==> config.mk <==
export PLATFORM = sky130hd
export DESIGN_NAME = flyback_pwm_seq
export DESIGN_NICKNAME = d
export VERILOG_FILES = /design/src/rtl/fpwm_pkg.sv /design/src/rtl/fpwm_hop.sv /design/src/rtl/fpwm_zc.sv /design/src/rtl/fpwm_onwin.sv /design/src/rtl/flyback_pwm_seq.sv
export SDC_FILE = /design/constraint.sdc
export NUM_CORES = 1
export LEC_CHECK = 0
export ABC_CLOCK_PERIOD_IN_PS = 4600
export BUFFER_PORTS_ARGS = -buffer_cell sky130_fd_sc_hd__clkbuf_2
export CAP_MARGIN = 20
export CORE_UTILIZATION = 65
export CTS_BUF_LIST = sky130_fd_sc_hd__clkbuf_8
export DETAILED_ROUTE_END_ITERATION = 6
export PLACE_DENSITY = 0.84
export SYNTH_ARGS = -nofsm -noshare
export SYNTH_HDL_FRONTEND = slang
export SYNTH_SLANG_ARGS = --single-unit
==> constraint.sdc <==
create_clock -name clk -period 4.6 [get_ports clk]
set_input_delay 0.92 -clock clk [delete_from_list [all_inputs] [get_ports clk]]
set_output_delay 0.92 -clock clk [all_outputs]
set_load 0.02 [all_outputs]
==> src/rtl/fpwm_pkg.sv <==
package fpwm_pkg;

    typedef enum logic {
        HOP_DOWN = 1'b0,
        HOP_UP   = 1'b1
    } hop_dir_e;

    // floor(base * pct / 100), used to derive tick windows from the period
    function automatic int pct_of(input int base, input int pct);
        return (base * pct) / 100;
    endfunction

endpackage

==> src/rtl/fpwm_hop.sv <==
module fpwm_hop
    import fpwm_pkg::*;
#(
    parameter int PER_MIN = 114,
    parameter int PER_MAX = 122,
    parameter int HOP_DIV = 2,
    parameter int CW      = 10
) (
    input  logic          clk,
    input  logic          rst_n,
    input  logic          adv_i,
    output logic [CW-1:0] per_o
);
    localparam int DW = (HOP_DIV > 1) ? $clog2(HOP_DIV) : 1;
    localparam logic [DW-1:0] DIV_LAST = DW'(HOP_DIV - 1);
    localparam logic [CW-1:0] MIN_C    = CW'(PER_MIN);
    localparam logic [CW-1:0] MAX_C    = CW'(PER_MAX);

    typedef struct packed {
        logic [CW-1:0] per;
        hop_dir_e      dir;
        logic [DW-1:0] div;
    } hop_st_t;

    hop_st_t st_d, st_q;

    always_comb begin
        st_d = st_q;
        if (adv_i) begin
            if (st_q.div == DIV_LAST) begin
                st_d.div = '0;
                if (st_q.dir == HOP_UP) begin
                    if (st_q.per == MAX_C) begin
                        st_d.dir = HOP_DOWN;
                        st_d.per = st_q.per - 1'b1;
                    end else begin
                        st_d.per = st_q.per + 1'b1;
                    end
                end else begin
                    if (st_q.per == MIN_C) begin
                        st_d.dir = HOP_UP;
                        st_d.per = st_q.per + 1'b1;
                    end else begin
                        st_d.per = st_q.per - 1'b1;
                    end
                end
            end else begin
                st_d.div = st_q.div + 1'b1;
            end
        end
    end

    always_ff @(posedge clk) begin
        if (!rst_n) begin
            st_q.per <= MIN_C;
            st_q.dir <= HOP_UP;
            st_q.div <= '0;
        end else begin
            st_q <= st_d;
        end
    end

    assign per_o = st_q.per;


    hop_range_chk: assert property (@(posedge clk) disable iff (!rst_n)
        (st_q.per >= MIN_C) && (st_q.per <= MAX_C));


    hop_unit_step_chk: assert property (@(posedge clk) disable iff (!rst_n)
        !$stable(st_q.per) |-> (st_q.per == $past(st_q.per) + 1'b1) ||
                               (st_q.per == $past(st_q.per) - 1'b1));

endmodule

==> src/rtl/fpwm_zc.sv <==
module fpwm_zc #(
    parameter int HOLD_T = 11
) (
    input  logic clk,
    input  logic rst_n,
    input  logic clr_i,
    input  logic arm_i,
    output logic ready_o
);
    localparam int HW = $clog2(HOLD_T + 1);
    localparam logic [HW-1:0] HOLD_C = HW'(HOLD_T);

    typedef struct packed {
        logic          seen;
        logic [HW-1:0] ho;
    } zc_st_t;

    zc_st_t st_d, st_q;

    always_comb begin
        st_d = st_q;
        if (clr_i) begin
            st_d.seen = 1'b0;
            st_d.ho   = '0;
        end else if (arm_i) begin
            st_d.seen = 1'b1;
            st_d.ho   = '0;
        end else if (st_q.seen && (st_q.ho != HOLD_C)) begin
            st_d.ho = st_q.ho + 1'b1;
        end
    end

    always_ff @(posedge clk) begin
        if (!rst_n) begin
            st_q.seen <= 1'b0;
            st_q.ho   <= '0;
        end else begin
            st_q <= st_d;
        end
    end

    assign ready_o = st_q.seen && (st_q.ho == HOLD_C);


    zc_rearm_chk: assert property (@(posedge clk) disable iff (!rst_n)
        (arm_i && !clr_i) |=> !ready_o);

endmodule

==> src/rtl/fpwm_onwin.sv <==
module fpwm_onwin #(
    parameter int LEB_T    = 2,
    parameter int MIN_ON_T = 5,
    parameter int DMAX_T   = 79,
    parameter int CW       = 10
) (
    input  logic          on_i,
    input  logic [CW-1:0] cnt_i,
    input  logic          vloop_i,
    input  logic          ilim_i,
    output logic          off_o
);
    localparam logic [CW-1:0] LEB_C  = CW'(LEB_T);
    localparam logic [CW-1:0] MINO_C = CW'(MIN_ON_T - 1);
    localparam logic [CW-1:0] DMAX_C = CW'(DMAX_T - 1);

    logic dmax_hit, ilim_ok, vloop_ok;

    always_comb begin
        dmax_hit = (cnt_i >= DMAX_C);
        ilim_ok  = ilim_i  && (cnt_i >= LEB_C);
        vloop_ok = vloop_i && (cnt_i >= MINO_C);
        off_o    = on_i && (dmax_hit || ilim_ok || vloop_ok);
    end

endmodule

==> src/rtl/flyback_pwm_seq.sv <==
module flyback_pwm_seq
    import fpwm_pkg::*;
#(
    parameter int PER_NOM  = 118,
    parameter int HOP_SPAN = 4,
    parameter int HOP_DIV  = 2,
    parameter int DMAX_PCT = 67,
    parameter int HOLD_PCT = 10,
    parameter int LEB_T    = 2,
    parameter int MIN_ON_T = 5,
    parameter int PER_LONG = 556
) (
    input  logic clk,
    input  logic rst_n,
    input  logic prot_off_i,
    input  logic vloop_trip_i,
    input  logic ilim_trip_i,
    input  logic zc_i,
    input  logic fb_low_i,
    input  logic fb_high_i,
    output logic gate_o
);
    localparam int CW     = $clog2(PER_LONG + 1);
    localparam int DMAX_T = pct_of(PER_NOM, DMAX_PCT);
    localparam int HOLD_T = pct_of(PER_NOM, HOLD_PCT);
    localparam logic [CW-1:0] LONG_C = CW'(PER_LONG - 1);
    localparam logic [CW-1:0] DMAX_C = CW'(DMAX_T);
    localparam logic [CW-1:0] LEB_C  = CW'(LEB_T);

    typedef struct packed {
        logic [CW-1:0] cnt;
        logic          gate;
        logic          burst;
    } seq_st_t;

    seq_st_t st_d, st_q;

    logic [CW-1:0] per;
    logic          zc_ready, off_req, start;

    fpwm_hop #(
        .PER_MIN (PER_NOM - HOP_SPAN),
        .PER_MAX (PER_NOM + HOP_SPAN),
        .HOP_DIV (HOP_DIV),
        .CW      (CW)
    ) u_hop (
        .clk   (clk),
        .rst_n (rst_n),
        .adv_i (start),
        .per_o (per)
    );

    fpwm_zc #(
        .HOLD_T (HOLD_T)
    ) u_zc (
        .clk     (clk),
        .rst_n   (rst_n),
        .clr_i   (start || prot_off_i),
        .arm_i   (zc_i && !st_q.gate),
        .ready_o (zc_ready)
    );

    fpwm_onwin #(
        .LEB_T    (LEB_T),
        .MIN_ON_T (MIN_ON_T),
        .DMAX_T   (DMAX_T),
        .CW       (CW)
    ) u_onwin (
        .on_i    (st_q.gate),
        .cnt_i   (st_q.cnt),
        .vloop_i (vloop_trip_i),
        .ilim_i  (ilim_trip_i),
        .off_o   (off_req)
    );

    always_comb begin
        start = !prot_off_i &&
                (((st_q.cnt >= per - 1'b1) && zc_ready) || (st_q.cnt >= LONG_C));

        st_d = st_q;
        if (fb_high_i)     st_d.burst = 1'b0;
        else if (fb_low_i) st_d.burst = 1'b1;

        if (prot_off_i) begin
            st_d.cnt  = '0;
            st_d.gate = 1'b0;
        end else if (start) begin
            st_d.cnt  = '0;
            st_d.gate = !st_q.burst;
        end else begin
            st_d.cnt  = st_q.cnt + 1'b1;
            st_d.gate = st_q.gate && !off_req;
        end
    end

    always_ff @(posedge clk) begin
        if (!rst_n) begin
            st_q.cnt   <= '0;
            st_q.gate  <= 1'b0;
            st_q.burst <= 1'b0;
        end else begin
            st_q <= st_d;
        end
    end

    assign gate_o = st_q.gate && !prot_off_i;


    duty_ceiling_chk: assert property (@(posedge clk) disable iff (!rst_n)
        st_q.gate |-> (st_q.cnt < DMAX_C));


    rise_at_start_chk: assert property (@(posedge clk) disable iff (!rst_n)
        $rose(st_q.gate) |-> (st_q.cnt == '0));


    blank_floor_chk: assert property (@(posedge clk) disable iff (!rst_n)
        ($fell(st_q.gate) && !$past(prot_off_i)) |-> ($past(st_q.cnt) >= LEB_C));


    long_bound_chk: assert property (@(posedge clk) disable iff (!rst_n)
        st_q.cnt <= LONG_C);


    prot_kill_chk: assert property (@(posedge clk) disable iff (!rst_n)
        prot_off_i |=> (!st_q.gate && (st_q.cnt == '0)));


    prot_now_chk: assert property (@(posedge clk) disable iff (!rst_n)
        prot_off_i |-> !gate_o);


    burst_no_rise_chk: assert property (@(posedge clk) disable iff (!rst_n)
        $past(st_q.burst) |-> !$rose(st_q.gate));

endmodule

==> out/qor.yml <==
status:
  outcome: "completed"
logic_synthesis:
  synth_area_leaders: "dfxtp_1, ha_1, nor2_1"
  avgSynthCellArea_um2: 8.53
  yosysWarnings: 0
  synth_edf_count: 0
  synth-main-ff-cell: "dfxtp_1"
  synthCells: 236
  yosys.area.top_type_share: 0.289
  yosys-top-cells-count: "nor2_1, dfxtp_1, ha_1, nand3_1, nand2_1"
  yosysMostFrequentCell: "nor2_1"
  synth_fp_nets: 260
  yosysSeqAreaShare: 0.289
  syn_area_mm2: 0.00201
  ys_ff_latch: 29
  async_reset_ff_frac: 0
  yosysUniqueCellTypes: 55
  synth_top_cell_by_area: "dfxtp_1"
detailed_routing:
  vias: 1728
  initialDrtViolationCount: 89
  via_per_inst: 6.35
  postRouteAntennaNets: 0
  drt-pass1-iter-count: 4
  drc: 0
  totalWireLength_um: 4280
  wl_per_cell_um: 15.7
clock_tree:
  clock_latency_ns: 0.28
  clk_path_buf_depth: 2
  htree_levels: 2
  path_clk_slew_ns: 0.06
  cts-hold-fix-buffers: 0
  cts_setup_buffers: 0
  cts_root_buf: "clkbuf_8"
  cts_made_buffers: 5
  cts_resized: 0
  cts_tree: "yes"
  clock-sinks: 29
finish:
  area_growth_pct: 6.59
  drive_gt1_frac: 0.120
  diodes: 0
  fin_nets: 264
  final_area_mm2: 0.00214
critical_path:
  crit_path_end_kind: "flip-flop"
  cp_cell_sequence: "inv_1 > ha_1 > nor3b_2 > nand2_1 > or3_1 > xor2_1 > ha_1 > nand4_1 > nor3_1 > a211oi_2 > nor2_1 > a31o_2"
  cp_slowest_cell: "a211oi_2"
  cp_max_fo: 15
  reg2reg_slack_ns: 0.81
  cp_data_required_time_ns: 4.78
  path_common_cell: "ha_1"
  critPathKind: "flip-flop to flip-flop"
  arrival_ns: 3.97
  critPathMaxStageDelay_ns: 0.86
  crit_path_start_kind: "flip-flop"
floorplanning:
  dieArea_mm2: 0.00332
  num_io_pins: 9
  core_region_area_mm2: 0.00285
  die_h_um: 57.6
  initial_core_util: 0.705
  fp-row-count: 19
  die_x_um: 57.6
timing:
  report.final.slew_viol_count: 0
  fin_crit_ns: 3.79
  rsz0062_at_grt: "false"
  fin_worst_skew_ns: 0.00127
  fin_hold_ws_ns: 0.480
  tns_ns: 0
  timing.final.crit_share: 0.824
  maxSlewHeadroom: 0.293
  tightest_slew_ns: 1.06
  fmax_mhz: 264
  setup_violations: 0
  hold_viol: 0
global_route:
  grt_util_all_layers: 0.297
  grt_max_degree: 16
  grt_pass1_vias: 1620
  grt_overflow: 0
  grt_antenna_before_repair: 0
  grt_pass1_wl_um: 7470
pwr:
  power.density_mw_per_mm2: 274
  leakage_nw: 0.844
  ir_worst_vdd_uv: 267
min_path:
  hold_path.class: "flip-flop to flip-flop"
placement:
  numPortBuffers: 8
  hpwl_um: 3060
  gp_congestion: 0.928
  dpl_cell_area_mm2: 0.00201
job:
  max_cap_violations: 0
## power breakdown
part / internal (W) / switching [W]
combinational: 0.00000603 / 0.0000103
sequential: 0.000253 / 0.00000220
clock: 0.000215 / 0.000100
## logic make-up after synthesis
logic type	Yosys count	synth area share
AOI/OAI and AO/OA	51	0.189
xor gates and xnor gates	19	0.0827
adders and majority gates	16	0.0995
buffers and inverters	21	0.0585
DFF	29	0.289
muxes	4	0.0199
and+or+nand+nor	96	0.262
## worst paths after layout
check                         startpoint                           to  depth (start not counted)
max reg2reg  u_hop.per_o[0]$_SDFFE_PN0P_  u_hop.per_o[8]$_SDFFE_PN0P_                         12
min                   st_q[2]$_SDFF_PP0_           st_q[2]$_SDFF_PP0_                          1
max          u_hop.per_o[0]$_SDFFE_PN0P_  u_hop.per_o[8]$_SDFFE_PN0P_                         12
min reg2reg           st_q[2]$_SDFF_PP0_           st_q[2]$_SDFF_PP0_                          1
## layout make-up
class,count,area (um^2)
clock buffer,5,68.8
fill,221,708
tap,31,38.8
clock inverter,3,65.1
timing repair buffer,8,40.0
sequential,29,581
inverter,10,37.5
multi-input combinational,186,1310
## sequential cells by signal (all words and copies together), names as in the netlist
| signal | cells |
|---|---|
| u_hop.st_q | 2 |
| u_hop.per_o | 10 |
| u_zc.st_q | 5 |
| st_q | 12 |
## stage by stage
| step | worst slack [ns] | power (W) | util | std cells |
|---|---|---|---|---|
| finish | 0.809 | 0.000587 | 0.752 | 272 |
| global route | 0.574 | 0.000605 | 0.752 | 272 |
| CTS | 0.856 | 0.000590 | 0.752 | 272 |
| detailed placement | 0.870 | 0.000277 | 0.705 | 264 |
| global placement | 1.06 | 0.000276 | 0.705 | 264 |
| floorplan | 1.61 | 0.000271 | - | 236 |
## cell usage in the layout (no fill, tap or decap), types with 8 or more instances in the layout
master     n
ha_1      16
a21oi_1   10
clkbuf_2   8
nand2_1   12
nand3_1   16
nor2_1    33
xnor2_1   10
inv_1     10
xor2_1     9
o21ai_0    8
dfxtp_1   29
## per-layer routing
layer | share of wire | GRT usage
met1 | 0.47 | 0.414
met2 | 0.45 | 0.435
met3 | 0.070 | 0.0871
met4 | 0.014 | 0.108
met5 | 0 | 0
## worst max-delay path: cells and delay by family, from the launching register on
kind            cells  cell delay, ns
flops               1            0.42
xor+xnor            1            0.16
simple gates        6            1.24
compound gates      2            1.18
fa+ha+maj           2            0.51
buf+inv             1            0.17
Power figures use the tool's default switching activity.
